[config.mk]
export PLATFORM = sky130hd
export DESIGN_NAME = udp_tx_framer
export DESIGN_NICKNAME = d
export VERILOG_FILES = /design/src/rtl/udp_tx_pkg.sv /design/src/rtl/udp_dest_table.sv /design/src/rtl/udp_hdr_gen.sv /design/src/rtl/udp_tx_framer.sv
export SDC_FILE = /design/constraint.sdc
export NUM_CORES = 2
export LEC_CHECK = 0
export ABC_AREA = 1
export BUFFER_PORTS_ARGS = -buffer_cell sky130_fd_sc_hd__buf_4
export CORE_ASPECT_RATIO = 0.5
export CORE_MARGIN = 10
export CORE_UTILIZATION = 40
export CTS_CLUSTER_DIAMETER = 60
export DETAILED_ROUTE_END_ITERATION = 12
export GPL_TIMING_DRIVEN = 1
export PLACE_DENSITY_LB_ADDON = 0.12
export SYNTH_ARGS = -nofsm -noshare
export SYNTH_HDL_FRONTEND = slang
export SYNTH_SLANG_ARGS = --single-unit
[constraint.sdc]
create_clock -name clk -period 15.7 [get_ports clk]
set_clock_uncertainty 0.05 [all_clocks]
set_input_delay 2.355 -clock clk [delete_from_list [all_inputs] [get_ports clk]]
set_output_delay 2.355 -clock clk [all_outputs]
set_load 0.005 [all_outputs]
[src/rtl/udp_tx_pkg.sv]
package udp_tx_pkg;

  localparam int HDR_WORDS = 6;
  localparam int HDR_SLOTS = 64;

  typedef struct packed {
    logic [47:0] mac;
    logic [31:0] ip;
    logic [15:0] port;
  } dest_t;

  typedef enum logic [1:0] {
    ST_IDLE = 2'd0,
    ST_HDR  = 2'd1,
    ST_PAY  = 2'd2,
    ST_GAP  = 2'd3
  } tx_state_e;

  // one's-complement checksum over the fixed IPv4 header (id, flags, offset zero)
  function automatic logic [15:0] ipv4_csum(input logic [15:0] tot_len,
                                            input logic [31:0] sip,
                                            input logic [31:0] dip);
    logic [19:0] s;
    s = 20'h04500 + 20'(tot_len) + 20'h04011
      + 20'(sip[31:16]) + 20'(sip[15:0]) + 20'(dip[31:16]) + 20'(dip[15:0]);
    s = 20'(s[15:0]) + 20'(s[19:16]);
    s = 20'(s[15:0]) + 20'(s[19:16]);
    return ~s[15:0];
  endfunction

endpackage

[src/rtl/udp_dest_table.sv]
module udp_dest_table
  import udp_tx_pkg::*;
#(
  parameter int DEPTH = 16,
  localparam int IDX_W = $clog2(DEPTH)
) (
  input  logic             clk,
  input  logic             we,
  input  logic [IDX_W-1:0] waddr,
  input  dest_t            wdata,
  input  logic [IDX_W-1:0] raddr,
  output dest_t            rdata
);

  dest_t ent [DEPTH];

  always_ff @(posedge clk) begin
    if (we) begin
      ent[waddr] <= wdata;
    end
  end

  assign rdata = ent[raddr];

endmodule

[src/rtl/udp_hdr_gen.sv]
module udp_hdr_gen
  import udp_tx_pkg::*;
#(
  parameter int LEN_W = 16
) (
  input  dest_t             dst,
  input  logic [47:0]       src_mac,
  input  logic [31:0]       src_ip,
  input  logic [15:0]       src_port,
  input  logic [LEN_W-1:0]  data_bytes,
  input  logic [31:0]       pkt_num,
  input  logic [2:0]        sel,
  output logic [63:0]       word
);

  logic [7:0]  hb [HDR_SLOTS];
  logic [15:0] ip_len;
  logic [15:0] udp_len;
  logic [15:0] csum;

  assign ip_len  = 16'(data_bytes) + 16'd34;
  assign udp_len = 16'(data_bytes) + 16'd14;
  assign csum    = ipv4_csum(ip_len, src_ip, dst.ip);

  always_comb begin
    for (int i = 0; i < HDR_SLOTS; i++) hb[i] = 8'h00;
    for (int i = 0; i < 6; i++) begin
      hb[i]     = dst.mac[47-8*i -: 8];
      hb[6+i]   = src_mac[47-8*i -: 8];
    end
    hb[12] = 8'h08;
    hb[14] = 8'h45;
    hb[16] = ip_len[15:8];   hb[17] = ip_len[7:0];
    hb[22] = 8'h40;          hb[23] = 8'h11;
    hb[24] = csum[15:8];     hb[25] = csum[7:0];
    for (int i = 0; i < 4; i++) begin
      hb[26+i] = src_ip[31-8*i -: 8];
      hb[30+i] = dst.ip[31-8*i -: 8];
      hb[44+i] = pkt_num[31-8*i -: 8];
    end
    hb[34] = src_port[15:8]; hb[35] = src_port[7:0];
    hb[36] = dst.port[15:8]; hb[37] = dst.port[7:0];
    hb[38] = udp_len[15:8];  hb[39] = udp_len[7:0];
  end

  for (genvar k = 0; k < 8; k++) begin : g_lane
    assign word[8*k +: 8] = hb[{sel, 3'(k)}];
  end

endmodule

[src/rtl/udp_tx_framer.sv]
module udp_tx_framer
  import udp_tx_pkg::*;
#(
  parameter int TBL_DEPTH = 16,
  parameter int LEN_W     = 16,
  parameter int PKTW_W    = 11,
  parameter int GAP_W     = 8,
  localparam int IDX_W    = $clog2(TBL_DEPTH),
  localparam int CMP_W    = (LEN_W > PKTW_W + 3) ? LEN_W : PKTW_W + 3
) (
  input  logic              clk,
  input  logic              rst_n,
  input  logic              in_valid,
  output logic              in_ready,
  input  logic              in_sop,
  input  logic [63:0]       in_data,
  output logic              out_valid,
  input  logic              out_ready,
  output logic [63:0]       out_data,
  output logic [7:0]        out_keep,
  output logic              out_last,
  input  logic              tbl_we,
  input  logic [IDX_W-1:0]  tbl_addr,
  input  logic [95:0]       tbl_wdata,
  output logic              tbl_wr_rej,
  input  logic [47:0]       cfg_src_mac,
  input  logic [31:0]       cfg_src_ip,
  input  logic [15:0]       cfg_src_port,
  input  logic [PKTW_W-1:0] cfg_pkt_words,
  input  logic [GAP_W-1:0]  cfg_gap
);

  // reset: asserted asynchronously, released on a clock edge
  logic [1:0] rst_sync_q;
  logic       rst_i_n;

  always_ff @(posedge clk or negedge rst_n) begin
    if (!rst_n) rst_sync_q <= 2'b00;
    else        rst_sync_q <= {rst_sync_q[0], 1'b1};
  end
  assign rst_i_n = rst_sync_q[1];

  tx_state_e         state_q, state_n;
  logic [IDX_W-1:0]  idx_q, idx_n;
  logic [LEN_W-1:0]  rem_q, rem_n;
  logic [LEN_W-1:0]  wcnt_q, wcnt_n;
  logic [31:0]       pnum_q, pnum_n;
  logic [GAP_W-1:0]  gap_q, gap_n;
  logic              rej_q, rej_n;

  logic [PKTW_W-1:0] eff_words;
  logic [CMP_W-1:0]  rem_x, maxb_x, pb_x;
  logic [LEN_W-1:0]  pkt_bytes, pkt_wm1, rem_after;
  logic [2:0]        tail;
  logic [7:0]        tail_keep;
  logic              last_beat;
  logic              tbl_wr_ok;
  dest_t             dst;
  logic [63:0]       hdr_word;

  // payload bytes of the current packet
  assign eff_words = (cfg_pkt_words == '0) ? PKTW_W'(1) : cfg_pkt_words;
  assign rem_x     = CMP_W'(rem_q);
  assign maxb_x    = CMP_W'({eff_words, 3'b000});
  assign pb_x      = (rem_x < maxb_x) ? rem_x : maxb_x;
  assign pkt_bytes = LEN_W'(pb_x);
  assign pkt_wm1   = (pkt_bytes - LEN_W'(1)) >> 3;
  assign rem_after = rem_q - pkt_bytes;
  assign tail      = pkt_bytes[2:0];
  assign tail_keep = (tail == 3'd0) ? 8'hFF : (8'hFF >> (4'd8 - {1'b0, tail}));
  assign last_beat = (state_q == ST_PAY) && (wcnt_q == pkt_wm1);

  assign tbl_wr_ok = tbl_we && (state_q == ST_IDLE);

  udp_dest_table #(.DEPTH(TBL_DEPTH)) u_tbl (
    .clk   (clk),
    .we    (tbl_wr_ok),
    .waddr (tbl_addr),
    .wdata (dest_t'(tbl_wdata)),
    .raddr (idx_q),
    .rdata (dst)
  );

  udp_hdr_gen #(.LEN_W(LEN_W)) u_hdr (
    .dst        (dst),
    .src_mac    (cfg_src_mac),
    .src_ip     (cfg_src_ip),
    .src_port   (cfg_src_port),
    .data_bytes (pkt_bytes),
    .pkt_num    (pnum_q),
    .sel        (wcnt_q[2:0]),
    .word       (hdr_word)
  );

  // output and input handshake
  always_comb begin
    in_ready  = 1'b0;
    out_valid = 1'b0;
    out_data  = hdr_word;
    out_keep  = 8'hFF;
    out_last  = 1'b0;
    unique case (state_q)
      ST_IDLE: in_ready = 1'b1;
      ST_HDR:  out_valid = 1'b1;
      ST_PAY: begin
        out_valid = in_valid;
        in_ready  = out_ready;
        out_data  = in_data;
        out_keep  = last_beat ? tail_keep : 8'hFF;
        out_last  = last_beat;
      end
      default: ;
    endcase
  end

  // next state
  always_comb begin
    state_n = state_q;
    idx_n   = idx_q;
    rem_n   = rem_q;
    wcnt_n  = wcnt_q;
    pnum_n  = pnum_q;
    gap_n   = gap_q;
    rej_n   = tbl_we && (state_q != ST_IDLE);
    unique case (state_q)
      ST_IDLE: begin
        if (in_valid && in_sop) begin
          idx_n  = in_data[IDX_W-1:0];
          rem_n  = in_data[16 +: LEN_W];
          wcnt_n = '0;
          pnum_n = '0;
          if (in_data[16 +: LEN_W] != '0) state_n = ST_HDR;
        end
      end
      ST_HDR: begin
        if (out_ready) begin
          if (wcnt_q == LEN_W'(HDR_WORDS - 1)) begin
            wcnt_n  = '0;
            state_n = ST_PAY;
          end else begin
            wcnt_n = wcnt_q + LEN_W'(1);
          end
        end
      end
      ST_PAY: begin
        if (in_valid && out_ready) begin
          if (last_beat) begin
            wcnt_n = '0;
            rem_n  = rem_after;
            pnum_n = pnum_q + 32'd1;
            if (cfg_gap != '0) begin
              gap_n   = cfg_gap;
              state_n = ST_GAP;
            end else begin
              state_n = (rem_after == '0) ? ST_IDLE : ST_HDR;
            end
          end else begin
            wcnt_n = wcnt_q + LEN_W'(1);
          end
        end
      end
      default: begin
        if (gap_q == GAP_W'(1)) state_n = (rem_q == '0) ? ST_IDLE : ST_HDR;
        else                    gap_n   = gap_q - GAP_W'(1);
      end
    endcase
  end

  always_ff @(posedge clk or negedge rst_i_n) begin
    if (!rst_i_n) begin
      state_q <= ST_IDLE;
      idx_q   <= '0;
      rem_q   <= '0;
      wcnt_q  <= '0;
      pnum_q  <= '0;
      gap_q   <= '0;
      rej_q   <= 1'b0;
    end else begin
      state_q <= state_n;
      idx_q   <= idx_n;
      rem_q   <= rem_n;
      wcnt_q  <= wcnt_n;
      pnum_q  <= pnum_n;
      gap_q   <= gap_n;
      rej_q   <= rej_n;
    end
  end

  assign tbl_wr_rej = rej_q;

endmodule

# Word level (Yosys, flattened, before mapping)

Memory sizes are Yosys's and may differ from the RTL's.
Cells that the tools add are included.
W data, S select, Z words.

Logic and storage cells: 145
Register bits after elaboration: 81
Output and inout port bits: 76
Bits of input ports: 285
Bits in writable memories: 1536
Memories kept: 1

Memory list:

| name      | words | width | read ports | clocked after memory_dff | write ports | RTL line             | source |
|---|---|---|---|---|---|---|---|
| u_tbl.ent | 16    | 96    | 1          | 0                        | 1           | udp_dest_table.sv:15 | `dest_t ent [DEPTH];` |

Reductions and logical operators: 22
Magnitude comparators: 9
Equality and inequality tests: 13
Add/sub/neg operators: 16
Bitwise gates (word level): 10
Shift operators: 1
Multiplexer cells: 65

Operators by type and width:

| cell                     | number |
|---|---|
| $bmux W8 S6              | 8 |
| $mux W8                  | 23 |
| $mux W16                 | 9 |
| $mux W32                 | 3 |
| $add A20 B16 Y20         | 4 |
| $mux W64                 | 1 |
| $pmux W32 S2             | 1 |
| $ge A7 B7 Y1 const B     | 8 |
| $not A6 Y7               | 8 |
| $pmux W16 S3             | 1 |
| $add A32 B1 Y32 const B  | 1 |
| $logic_not A16 Y1        | 2 |
| $pmux W16 S2             | 1 |
| $add A20 B15 Y20 const B | 1 |
| $add A15 B16 Y17 const A | 1 |
| $add A16 B4 Y17          | 1 |
| $add A16 B1 Y16 const B  | 1 |
| $add A16 B4 Y16          | 1 |
| $add A16 B4 Y16 const B  | 1 |
| $add A16 B6 Y16 const B  | 1 |
| $eq A16 B13 Y1           | 1 |
| $eq A16 B3 Y1 const B    | 1 |
| $lt A16 B14 Y1           | 1 |
| $mux W2                  | 8 |
| other kinds (31)         | 48 |

# Longest topological paths before layout

Depth after elaboration: 18
Depth in mapped cells: 70

# Cells and area by module

A second synthesis with hierarchy kept.

Cell total of the unflattened synthesis: 8513
Area, all modules: 79309.8 sq um

By module, submodules not included:

| module         | instances | area each (sq um) | cells each |
|---|---|---|---|
| udp_dest_table | 1         | 65721.8           | 6206 |
| udp_tx_framer  | 1         | 7691.1            | 1268 |
| udp_hdr_gen    | 1         | 5896.9            | 1039 |

# Worst setup path after synthesis

Ideal clock, no wire load.

Path kind: in2out
Start: input port cfg_pkt_words[6]
End: output port out_data[6]
Arrival: 11.292 ns
Required time: 13.295 ns
Stages on the path: 65
Setup slack: 2.003 ns
Cell sequence: inv_2 ha_1 a21oi_1 nand3b_1 a21oi_1 nor2_2 buf_2 nand3_2 inv_1 ha_1 nand2_1 o21ai_1 nand2_1 nor2_1 xor2_1 ha_1 inv_1 nand2_1 [29 not listed] nand4_1 nor3_1 ha_1 ha_1 nand3_1 nor2_1 nand3_1 nor2_1 nand3_1 nor3_1 nand3_1 nor2_1 nand2_1 nand2_1 o21ai_0 nand2_1 nand2_1 a21oi_1

Word-level cells in the longest chain between the ends: 18
Elaborated cells between the ends (all ways): 19
Those cells by class: add/sub (10); order compare (1); mux (6); bitwise (1); reduce/logical (1)

Ends and longest elaborated chain:

| element                                       | RTL line             | source |
|---|---|---|
| from (decl)                                   | udp_tx_framer.sv:29  | `input logic [PKTW_W-1:0] cfg_pkt_words,` |
| $logic_not A11 Y1                             | udp_tx_framer.sv:62  | `assign eff_words = (cfg_pkt_words == '0) ? PKTW_W'(1) : cfg_pkt_words;` |
| $mux W11 *                                    | udp_tx_framer.sv:62  |  |
| $lt A16 B14 Y1                                | udp_tx_framer.sv:65  | `assign pb_x = (rem_x < maxb_x) ? rem_x : maxb_x;` |
| $mux W16 *                                    | udp_tx_framer.sv:65  |  |
| $add A16 B6 Y16                               | udp_hdr_gen.sv:21    | `assign ip_len = 16'(data_bytes) + 16'd34;` |
| $add A15 B16 Y17                              | udp_tx_pkg.sv:24     | `s = 20'h04500 + 20'(tot_len) + 20'h04011` |
| $add A20 B15 Y20                              | udp_tx_pkg.sv:24     |  |
| $add A20 B16 Y20 (4 in series)                | udp_tx_pkg.sv:25     | `+ 20'(sip[31:16]) + 20'(sip[15:0]) + 20'(dip[31:16]) + 20'(dip[15:0]);` |
| $add A16 B4 Y17                               | udp_tx_pkg.sv:26     | `s = 20'(s[15:0]) + 20'(s[19:16]);` |
| $add A16 B4 Y16                               | udp_tx_pkg.sv:27     | `s = 20'(s[15:0]) + 20'(s[19:16]);` |
| $not A16 Y16                                  | udp_tx_pkg.sv:28     | `return ~s[15:0];` |
| $bmux W8 S6 *                                 | udp_hdr_gen.sv:47    | `assign word[8*k +: 8] = hb[{sel, 3'(k)}];` |
| $mux W8 (implied by the code) * (2 in series) | udp_hdr_gen.sv:47    |  |
| $mux W64 *                                    | udp_tx_framer.sv:102 | `unique case (state_q)` |
| to (decl)                                     | udp_tx_framer.sv:19  | `output logic [63:0] out_data,` |

Every way passes the cells marked *; elsewhere a longest branch is shown, timed or not. The select of a mux whose other input is x is not followed.

# Final worst setup path

Start: input port cfg_pkt_words[2]
End: output port out_data[6]

Same word-level chain as after synthesis.

==> flow_metrics.env <==
export IMPL_synth_edff_count=1536
export IMPL_ant_nets=0
export IMPL_io_buffers=360
export IMPL_grt_ovfl_total=0
export IMPL_clock_latency_ns=0.77
export IMPL_worstPathMaxFanout=15
export IMPL_h_tree_depth=4
export IMPL_syn_to_final_growth_pct=14.4
export IMPL_nFillCells=16100
export IMPL_clock_path_buffers=4
export IMPL_wire_per_inst_um=28.4
export IMPL_grt_pass1_wl_mm=362
export IMPL_cp_num_cells=66
export IMPL_root_buffer="clkbuf_16"
export IMPL_synth_cell_types=59
export IMPL_drive_gt1_share_pct=12.5
export IMPL_synth_area_um2=72000
export IMPL_grt_start_max_net_pins=157
export IMPL_layout_commonest_cell="edfxtp_1"
export IMPL_start_util_pct=40.5
export IMPL_syn_avg_cell_area_um2=11.4
export IMPL_hp_class="reg2async"
export IMPL_synth_seq_cells=1617
export IMPL_yosysSeqAreaShare_pct=66.9
export IMPL_fin_area_um2=82400
export IMPL_path_class="in2out"
export IMPL_dieArea_um2=198000
export IMPL_grt_pass1_vias=50300
export IMPL_instances_no_fill=9038
export IMPL_synth_top_area_share_pct=64.1
export IMPL_vias_per_cell=5.83
export IMPL_critPathMaxStageDelay_ns=0.55
export IMPL_final_net_count=6945
export IMPL_gp_congestion=0.963
export IMPL_status="finished, final reports clean"
export IMPL_fin_util_pct=46.3
export IMPL_row_count=109
export IMPL_maxCapViolCount=0
export IMPL_slew_headroom_pct=11.8
export IMPL_dp_hpwl_mm=150
export IMPL_finalHoldViolCount=0
export IMPL_setup_tns_ns=0
export IMPL_cp_top_family="simple AND/OR/NAND/NOR gates"
export IMPL_worst_r2r_setup_slack_ns=10.14
export IMPL_ys_warn_count=0
export IMPL_worst_setup_path_start_kind="input pin"
export IMPL_cp_num_buf_inv=10
export IMPL_cp_common_cell="nand2_1"
export IMPL_die_y_um=320
export IMPL_dr_max_layer_used="met5"
export IMPL_drt_initial_drc_count=5738
export IMPL_drc=0
export IMPL_wl_met2_mm=116
export IMPL_critical_path_slowest_cell="fa_1"
export IMPL_worst_pin_slew_ns=1.30
export IMPL_firstDrtPassIters=5
export IMPL_setup_violations=0
export IMPL_rsz0062_at_grt="yes"
export IMPL_worstPathRequired_ns=13.30
export IMPL_r2r_cells=13
export IMPL_wl_met3_mm=20.8
export IMPL_ios=361
export IMPL_clkTransAtPathRegs_ns=0.07
export IMPL_die_x_um=620
export IMPL_cts_tree="done"
export IMPL_max_clock_freq_mhz=66.4
export IMPL_synthFlopType="edfxtp_1"
export IMPL_synth_cells=6312
export IMPL_arrival_ns=12.66
export IMPL_antenna_found_initial=33
export IMPL_track_usage_pct=24.8
export IMPL_crit_path_end_kind="primary output"
export IMPL_numCtsBuffers=160
export IMPL_yosys_area_top_type="edfxtp_1"
export IMPL_post_route_period_util_pct=96.0
export IMPL_wirelength_met1_mm=112
export IMPL_async_flop_share_pct=5.01
export IMPL_final_cell_mix="edfxtp_1, nor2_1, o21ai_0"
export IMPL_placed_area_um2=77300
export IMPL_core_um2=178000
export IMPL_post_route_min_period_ns=15.07
export IMPL_dp_cells=8750
export IMPL_cts_sink_count=1617
export IMPL_ys_top_cells_by_area="edfxtp_1, o21ai_0, nor2_1, nand2_1, dfrtp_1"
export IMPL_routed_wl_mm=256
export IMPL_vias=52600
export IMPL_slew_violations=0
[repair_timing]
action | 4_1_cts | 5_1_grt
gates cloned | 0 | 0
setup buffers | 0 | 5
hold buffers | 0 | 0
gates resized for setup | 1 | 53
setup endpoints to repair | 1 | 12
pin swaps | 0 | 16
[flip-flops by register name (all words and copies together) (netlist names)]
signal and count:
pnum_q 32, wcnt_q 16, u_tbl.ent 1536, tbl_wr_rej 1
gap_q 8, rst_sync_q 2, idx_q 4, state_q 2
rem_q 16
[cell families (layout without fill, tap and decap cells)]
| kind of cell | Yosys count | after routing | synth area share, % |
|---|---|---|---|
| buffers and inverters | 683 | 1008 | 3.71 |
| AOI/OAI and AO/OA | 1754 | 1754 | 14.1 |
| and+or+nand+nor | 2050 | 2050 | 11.6 |
| DFF | 1617 | 1617 | 66.9 |
| xor gates and xnor gates | 74 | 74 | 0.900 |
| muxes | 3 | 3 | 0.0417 |
| adders and majority gates | 129 | 129 | 2.75 |
| other | 2 | 17 | 0.0104 |
[routing by layer]
layer | global-route usage, % | vias up
li1 | - | 23400
met1 | 35.1 | 26700
met2 | 38.5 | 2127
met3 | 4.98 | 399
met4 | 7.80 | 10
met5 | 0 | -
[synth_stat cells, types with 4 or more instances]
cell and instances:
xnor2_1 17, clkbuf_1 362, nand3b_1 4, nand4_1 30, inv_2 12, o21ai_1 27
buf_1 24, nand3_1 181, o221ai_1 135, o21ai_2 14, nor3_1 45, ha_1 80
o22ai_1 305, dfrtp_1 81, a31oi_1 43, o21ai_0 1015, a21o_1 8, nand3_2 11
nand2_4 6, edfxtp_1 1536, o211ai_1 46, nor2_1 1150, a22o_1 22, xor2_1 57
inv_1 263, nor4_1 15, o32ai_1 13, nand2_1 557, a21oi_1 101, a22oi_1 8
nand2_2 14, buf_6 12, fa_1 49, or2_2 24
[cell type report]
type | count | area (um^2) | share of cell area, %
clock inverters | 75 | 523 | 0.635
inverters | 278 | 1080 | 1.31
well taps | 2386 | 2990 | 3.63
multi-input cells | 4013 | 21600 | 26.2
repair buffers | 461 | 3770 | 4.58
diodes | 14 | 35.0 | 0.0425
flip-flops and latches | 1617 | 48200 | 58.5
clock buffers | 194 | 4240 | 5.15
[per-stage QoR]
stage          setup WS, ns  hold WS [ns]
5_1_grt             -0.0100         0.151
2_1_floorplan          2.00         0.281
3_5_place_dp        -0.0443         0.148
4_1_cts              0.0622         0.151
6_report              0.634         0.151
3_3_place_gp         0.0350         0.146
[path summary, 6_finish.rpt]
check | from | to
max | cfg_pkt_words[2] | out_data[6]
min | rst_sync_q[1] | rem_q[2]
max reg2reg | state_q[0] | wcnt_q[5]
min reg2reg | rst_sync_q[1] | rem_q[2]
max in group asynchronous | rst_sync_q[1] | wcnt_q[0]
min in group clk | rst_sync_q[0] | rst_sync_q[1]
Power is not shown: default switching activity piles up to over one toggle a cycle in this logic, so the estimate is an artifact.
